--- config.mk ---
export PLATFORM = sky130hd
export DESIGN_NAME = ptick_timer
export DESIGN_NICKNAME = d
export VERILOG_FILES = /design/src/rtl/ptick_pkg.sv /design/src/rtl/ptick_counter.sv /design/src/rtl/ptick_regfile.sv /design/src/rtl/ptick_timer.sv
export SDC_FILE = /design/constraint.sdc
export NUM_CORES = 1
export LEC_CHECK = 0
export CAP_MARGIN = 40
export CORE_MARGIN = 10
export CORE_UTILIZATION = 35
export DETAILED_ROUTE_END_ITERATION = 10
export DONT_BUFFER_PORTS = 1
export GPL_ROUTABILITY_DRIVEN = 0
export GPL_TIMING_DRIVEN = 0
export PLACE_DENSITY = 0.46
export SYNTH_ARGS = -nofsm -noshare
export SYNTH_HDL_FRONTEND = slang
export SYNTH_HIERARCHICAL = 1
export SYNTH_SLANG_ARGS = --single-unit
--- constraint.sdc ---
create_clock -name clk -period 4.21 [get_ports clk]
set_input_delay 0.421 -clock clk [delete_from_list [all_inputs] [get_ports clk]]
set_output_delay 0.421 -clock clk [all_outputs]
set_load 0.01 [all_outputs]
--- src/rtl/ptick_pkg.sv ---
package ptick_pkg;

  localparam int CTRL_EN_BIT   = 0;
  localparam int CTRL_IE_BIT   = 1;
  localparam int CTRL_SRC_BIT  = 2;
  localparam int CTRL_FLAG_BIT = 16;
  localparam int CTRL_FIELDS   = 3;

  localparam logic [11:0] OFS_CTRL   = 12'h010;
  localparam logic [11:0] OFS_RELOAD = 12'h014;
  localparam logic [11:0] OFS_CUR    = 12'h018;
  localparam logic [11:0] OFS_CAL    = 12'h01C;

  typedef enum logic [2:0] {
    SEL_NONE,
    SEL_CTRL,
    SEL_RELOAD,
    SEL_CUR,
    SEL_CAL
  } reg_sel_e;

  typedef struct packed {
    logic src;
    logic ie;
    logic en;
  } ctrl_t;

  // Builds the visible control word from its fields.
  function automatic logic [31:0] f_ctrl_word(input ctrl_t c, input logic flag);
    logic [31:0] w;
    w = '0;
    w[CTRL_EN_BIT]   = c.en;
    w[CTRL_IE_BIT]   = c.ie;
    w[CTRL_SRC_BIT]  = c.src;
    w[CTRL_FLAG_BIT] = flag;
    return w;
  endfunction

endpackage

--- src/rtl/ptick_counter.sv ---
module ptick_counter #(
  parameter int CNT_W = 24
) (
  input  logic             clk,
  input  logic             rst_n,
  input  logic             load_i,
  input  logic             step_i,
  input  logic [CNT_W-1:0] reload_i,
  output logic [CNT_W-1:0] cur_o,
  output logic             expire_o
);

  localparam logic [CNT_W-1:0] ZERO = '0;
  localparam logic [CNT_W-1:0] ONE  = CNT_W'(1);

  // One count step: wrap to the reload value at zero, otherwise decrement.
  function automatic logic [CNT_W-1:0] f_step_value(input logic [CNT_W-1:0] c,
                                                   input logic [CNT_W-1:0] r);
    return (c == ZERO) ? r : (c - ONE);
  endfunction

  logic [CNT_W-1:0] cur_q;

  assign expire_o = step_i && (cur_q == ZERO);
  assign cur_o    = cur_q;

  always_ff @(posedge clk or negedge rst_n) begin
    if (!rst_n) begin
      cur_q <= ZERO;
    end else if (load_i) begin
      cur_q <= reload_i;
    end else if (step_i) begin
      cur_q <= f_step_value(cur_q, reload_i);
    end
  end

endmodule

--- src/rtl/ptick_regfile.sv ---
module ptick_regfile
  import ptick_pkg::*;
#(
  parameter int          ADDR_W   = 8,
  parameter int          DATA_W   = 32,
  parameter int          CNT_W    = 24,
  parameter logic [31:0] CAL_WORD = 32'h0
) (
  input  logic              clk,
  input  logic              rst_n,
  input  logic [ADDR_W-1:0] addr_i,
  input  logic              wr_i,
  input  logic              rd_i,
  input  logic [DATA_W-1:0] wdata_i,
  input  logic              expire_i,
  input  logic [CNT_W-1:0]  cur_i,
  output ctrl_t             ctrl_o,
  output logic              flag_o,
  output logic [CNT_W-1:0]  reload_o,
  output logic [DATA_W-1:0] rdata_o,
  output logic              ctrl_wr_o,
  output logic              ctrl_rd_o,
  output logic              cur_wr_o,
  output logic              load_o
);

  localparam logic [CNT_W-1:0] CNT_ZERO = '0;
  localparam int               HI_W     = DATA_W - CNT_W;

  reg_sel_e         sel;
  ctrl_t            ctrl_q;
  ctrl_t            ctrl_new;
  logic             flag_q;
  logic [CNT_W-1:0] reload_q;
  logic             reload_wr;
  logic [DATA_W-1:0] cnt_ext;
  logic [DATA_W-1:0] rel_ext;
  logic             unused_wdata_hi;

  // Address decode
  always_comb begin
    sel = SEL_NONE;
    if (addr_i == ADDR_W'(OFS_CTRL))        sel = SEL_CTRL;
    else if (addr_i == ADDR_W'(OFS_RELOAD)) sel = SEL_RELOAD;
    else if (addr_i == ADDR_W'(OFS_CUR))    sel = SEL_CUR;
    else if (addr_i == ADDR_W'(OFS_CAL))    sel = SEL_CAL;
  end

  assign ctrl_wr_o = wr_i && (sel == SEL_CTRL);
  assign ctrl_rd_o = rd_i && (sel == SEL_CTRL);
  assign reload_wr = wr_i && (sel == SEL_RELOAD);
  assign cur_wr_o  = wr_i && (sel == SEL_CUR);
  assign ctrl_new  = ctrl_t'(wdata_i[CTRL_FIELDS-1:0]);

  // Reload on enable rise, on source change while enabled, or on current write
  assign load_o = cur_wr_o ||
                  (ctrl_wr_o && ctrl_new.en &&
                   (!ctrl_q.en || (ctrl_new.src != ctrl_q.src)));

  always_ff @(posedge clk or negedge rst_n) begin
    if (!rst_n) begin
      ctrl_q <= '0;
    end else if (ctrl_wr_o) begin
      ctrl_q <= ctrl_new;
    end else if (expire_i && (reload_q == CNT_ZERO)) begin
      ctrl_q.en <= 1'b0;
    end
  end

  // Sticky flag: set by an expiry, which wins over a clear on the same edge
  always_ff @(posedge clk or negedge rst_n) begin
    if (!rst_n) begin
      flag_q <= 1'b0;
    end else if (expire_i) begin
      flag_q <= 1'b1;
    end else if (ctrl_rd_o || cur_wr_o) begin
      flag_q <= 1'b0;
    end
  end

  always_ff @(posedge clk or negedge rst_n) begin
    if (!rst_n) begin
      reload_q <= CNT_ZERO;
    end else if (reload_wr) begin
      reload_q <= wdata_i[CNT_W-1:0];
    end
  end

  generate
    if (HI_W > 0) begin : g_ext
      assign cnt_ext         = {{HI_W{1'b0}}, cur_i};
      assign rel_ext         = {{HI_W{1'b0}}, reload_q};
      assign unused_wdata_hi = ^wdata_i[DATA_W-1:CNT_W];
    end else begin : g_noext
      assign cnt_ext         = cur_i[DATA_W-1:0];
      assign rel_ext         = reload_q[DATA_W-1:0];
      assign unused_wdata_hi = 1'b0;
    end
  endgenerate

  always_comb begin
    rdata_o = '0;
    if (rd_i) begin
      unique case (sel)
        SEL_CTRL:   rdata_o = DATA_W'(f_ctrl_word(ctrl_q, flag_q));
        SEL_RELOAD: rdata_o = rel_ext;
        SEL_CUR:    rdata_o = ctrl_q.en ? cnt_ext : '0;
        SEL_CAL:    rdata_o = DATA_W'(CAL_WORD);
        default:    rdata_o = '0;
      endcase
    end
  end

  assign ctrl_o   = ctrl_q;
  assign flag_o   = flag_q;
  assign reload_o = reload_q;

endmodule

--- src/rtl/ptick_timer.sv ---
module ptick_timer
  import ptick_pkg::*;
#(
  parameter int          ADDR_W   = 8,
  parameter int          DATA_W   = 32,
  parameter int          CNT_W    = 24,
  parameter logic [31:0] CAL_WORD = 32'h0
) (
  input  logic              clk,
  input  logic              rst_n,
  input  logic              ref_tick_i,
  input  logic [ADDR_W-1:0] bus_addr_i,
  input  logic              bus_wr_i,
  input  logic              bus_rd_i,
  input  logic [DATA_W-1:0] bus_wdata_i,
  output logic [DATA_W-1:0] bus_rdata_o,
  output logic              irq_pulse_o,
  output logic              wrap_flag_o
);

  ctrl_t            ctrl;
  logic             flag;
  logic [CNT_W-1:0] reload_q;
  logic [CNT_W-1:0] cur_q;
  logic             ctrl_wr;
  logic             ctrl_rd;
  logic             cur_wr;
  logic             load;
  logic             step;
  logic             expire;
  logic             irq_q;

  ptick_regfile #(
    .ADDR_W  (ADDR_W),
    .DATA_W  (DATA_W),
    .CNT_W   (CNT_W),
    .CAL_WORD(CAL_WORD)
  ) u_regs (
    .clk      (clk),
    .rst_n    (rst_n),
    .addr_i   (bus_addr_i),
    .wr_i     (bus_wr_i),
    .rd_i     (bus_rd_i),
    .wdata_i  (bus_wdata_i),
    .expire_i (expire),
    .cur_i    (cur_q),
    .ctrl_o   (ctrl),
    .flag_o   (flag),
    .reload_o (reload_q),
    .rdata_o  (bus_rdata_o),
    .ctrl_wr_o(ctrl_wr),
    .ctrl_rd_o(ctrl_rd),
    .cur_wr_o (cur_wr),
    .load_o   (load)
  );

  // Count-step qualifier: enabled, source tick present, no competing write
  assign step = ctrl.en && (ctrl.src || ref_tick_i) && !ctrl_wr && !cur_wr;

  ptick_counter #(
    .CNT_W(CNT_W)
  ) u_cnt (
    .clk     (clk),
    .rst_n   (rst_n),
    .load_i  (load),
    .step_i  (step),
    .reload_i(reload_q),
    .cur_o   (cur_q),
    .expire_o(expire)
  );

  always_ff @(posedge clk or negedge rst_n) begin
    if (!rst_n) irq_q <= 1'b0;
    else        irq_q <= expire && ctrl.ie;
  end

  assign irq_pulse_o = irq_q;
  assign wrap_flag_o = flag;

endmodule

==> flow_summary.json <==
{
  "worstPathArrival_ps": 3210,
  "critPathTopFamily": "simple AND/OR/NAND/NOR gates",
  "cts-root-buf": "clkbuf_8",
  "worst_slew_pin_slew_ps": 918,
  "route.detailed.drc": 0,
  "regArea_sq_um": 1330,
  "fin_crit_sh": 0.716,
  "grt_overflow": 0,
  "antenna_cells": 0,
  "grt_max_degree": 54,
  "slowest_stage": "or4_4",
  "worstSetupEndpointType": "flip-flop",
  "core_sq_um": 9330,
  "met3RoutedLength_um": 841,
  "dr.pass1.iters": 5,
  "die_w_um": 118,
  "critical_path_required_ps": 4410,
  "status": "finished clean",
  "setup_viol": 0,
  "finalInstanceArea_sq_um": 3700,
  "yosysWarnings": 6,
  "antenna_found_initial": 0,
  "slowest_delay_ps": 570,
  "vias_per_cell": 5.87,
  "period_minus_slack_ps": 3010,
  "cts_htree_levels": 2,
  "grt_pass1_wl_um": 17800,
  "top_layer_used": "met4",
  "clkSinkCount": 53,
  "layout-drive-gt1-share": 0.108,
  "initial_core_util": 0.361,
  "cts_setup_buffers": 0,
  "die-area_sq_um": 14000,
  "dp.cells": 498,
  "place_hpwl_um": 8180,
  "fin_tns_setup_ps": 0,
  "worstSkewPairLatency_ps": 310,
  "drv_cap": 0,
  "syn_inst": 361,
  "skew_ps": 13.1,
  "power.density_nw_per_um2": 433,
  "grt_pass1_vias": 3049,
  "relSlewSlack": 0.379,
  "clk_pin_slew_worst_paths_ps": 110,
  "hold_violations": 0,
  "drt_first_iter_violations": 234,
  "rsz0062_at_grt": "false",
  "cts_tree": "yes",
  "ant_nets": 0,
  "multi_input_area_sq_um": 1870,
  "critPathLaunchType": "primary input",
  "final_nets": 425,
  "area_growth_pct": 9.91,
  "numPortBuffers": 0,
  "wl_um": 10900,
  "num_rows": 35,
  "slew_viol_final": 0,
  "met2WireLength_um": 4850,
  "syn-cell-area_sq_um": 3370,
  "fmaxAchievable_mhz": 332,
  "vias": 2982,
  "final_cells": 508,
  "fin_ws_ps": 1200,
  "hold_path_class": "primary input to flip-flop",
  "die_height_um": 118,
  "cp_common_cell": "inv_1",
  "wl_per_cell_um": 21.5,
  "clock_path_buffers": 2,
  "cp_max_fo": 10,
  "grt_util_all_layers": 0.156,
  "path_cells": "or4_4 -> nor3_2 -> nand3_1 -> inv_1 -> nor4b_2 -> buf_4 -> inv_1 -> clkbuf_1 -> a21o_1 -> nor2_1 -> a221o_1",
  "ir_worst_vdd_mv": 0.152,
  "cp_num_buf_inv": 4,
  "critPathKind": "primary input to flip-flop",
  "synth.avg_cell_area_sq_um": 9.34,
  "wl_met1_um": 5100,
  "numCtsBuffers": 5,
  "place_ws_ps": 884,
  "p_leak_nw": 1.56,
  "nFillCells": 969,
  "ioPinCount": 79,
  "place_area_sq_um": 3570
}
==> layout by cell type, fill, tap and decap left out, drive strengths merged, types with 2 or more instances in the layout <==
cell type and n:
o211a 3, or4 7, a31oi 3, nand4 7
o311ai 2, o211ai 2, a21o 2, and2 3
nand3 12, and4 3, mux2 31, nor3 11
and3 4, inv 14, conb 8, nand2b 3
or3 3, o2bb2ai 3, o32a 2, o21ai 9
a21oi 14, a211oi 4, ha 2, o22a 6
nor4b 4, nor4 12, o21a 2, nor2 44
o22ai 6, nand2 22, mux2i 4, a22oi 24
buf 17, dfrtp 53, clkbuf 18
==> flip-flops by register name, indices dropped and copies added (netlist names) <==
signal	cells
irq_pulse_o	1
u_cnt/cur_o	24
u_regs/ctrl_o	3
u_regs/flag_o	1
u_regs/reload_o	24
==> where the power goes <==
group | switching [mW] | internal [mW]
Combinational | 0.339 | 0.211
Clock | 0.177 | 0.149
Sequential | 0.134 | 0.593
==> cell type report <==
cell class | instances | area share
clock buffers | 7 | 0.0260
multi-input cells | 275 | 0.505
plain buffers | 26 | 0.0399
well taps | 129 | 0.0436
clock inverters | 1 | 0.00135
inverters | 14 | 0.0142
flip-flops and latches | 53 | 0.358
repair buffers | 3 | 0.0122
==> through the flow <==
step	hold WS, ps	total power [mW]	utilization
floorplan	125	1.11	-
global placement	128	1.26	0.381
detailed placement	128	1.26	0.382
CTS	224	1.61	0.397
global route	212	1.72	0.397
finish	227	1.60	0.397
==> final timing paths <==
kind                                                 start                         endpoint  slack [ps]  depth (start not counted)
min                                         bus_wdata_i[0]   u_regs/reload_o[0]$_DFFE_PN0P_         230                          1
max reg2reg                     u_cnt/cur_o[8]$_DFFE_PN0P_     u_regs/ctrl_o[0]$_DFFE_PN0P_        1290                          9
max in group asynchronous                            rst_n      u_cnt/cur_o[17]$_DFFE_PN0P_        3330                          2
min reg2reg                u_regs/reload_o[13]$_DFFE_PN0P_  u_regs/reload_o[13]$_DFFE_PN0P_         560                          1
min in group asynchronous                            rst_n     u_regs/ctrl_o[2]$_DFFE_PN0P_         610                          2
max                                          bus_addr_i[7]      u_cnt/cur_o[16]$_DFFE_PN0P_        1200                         11
==> per-layer routing <==
layer,vias to the layer above,global-route usage
met2,124,0.237
met5,-,0
met4,0,0.0433
met3,13,0.0433
met1,1461,0.212
li1,1384,-
==> timing repair <==
action                                 4_1_cts  5_1_grt
hold buffers                                 2        0
resized for setup                            0        0
endpoints found under the hold margin       53        0
No activity file was read; power rests on OpenSTA's default activity.
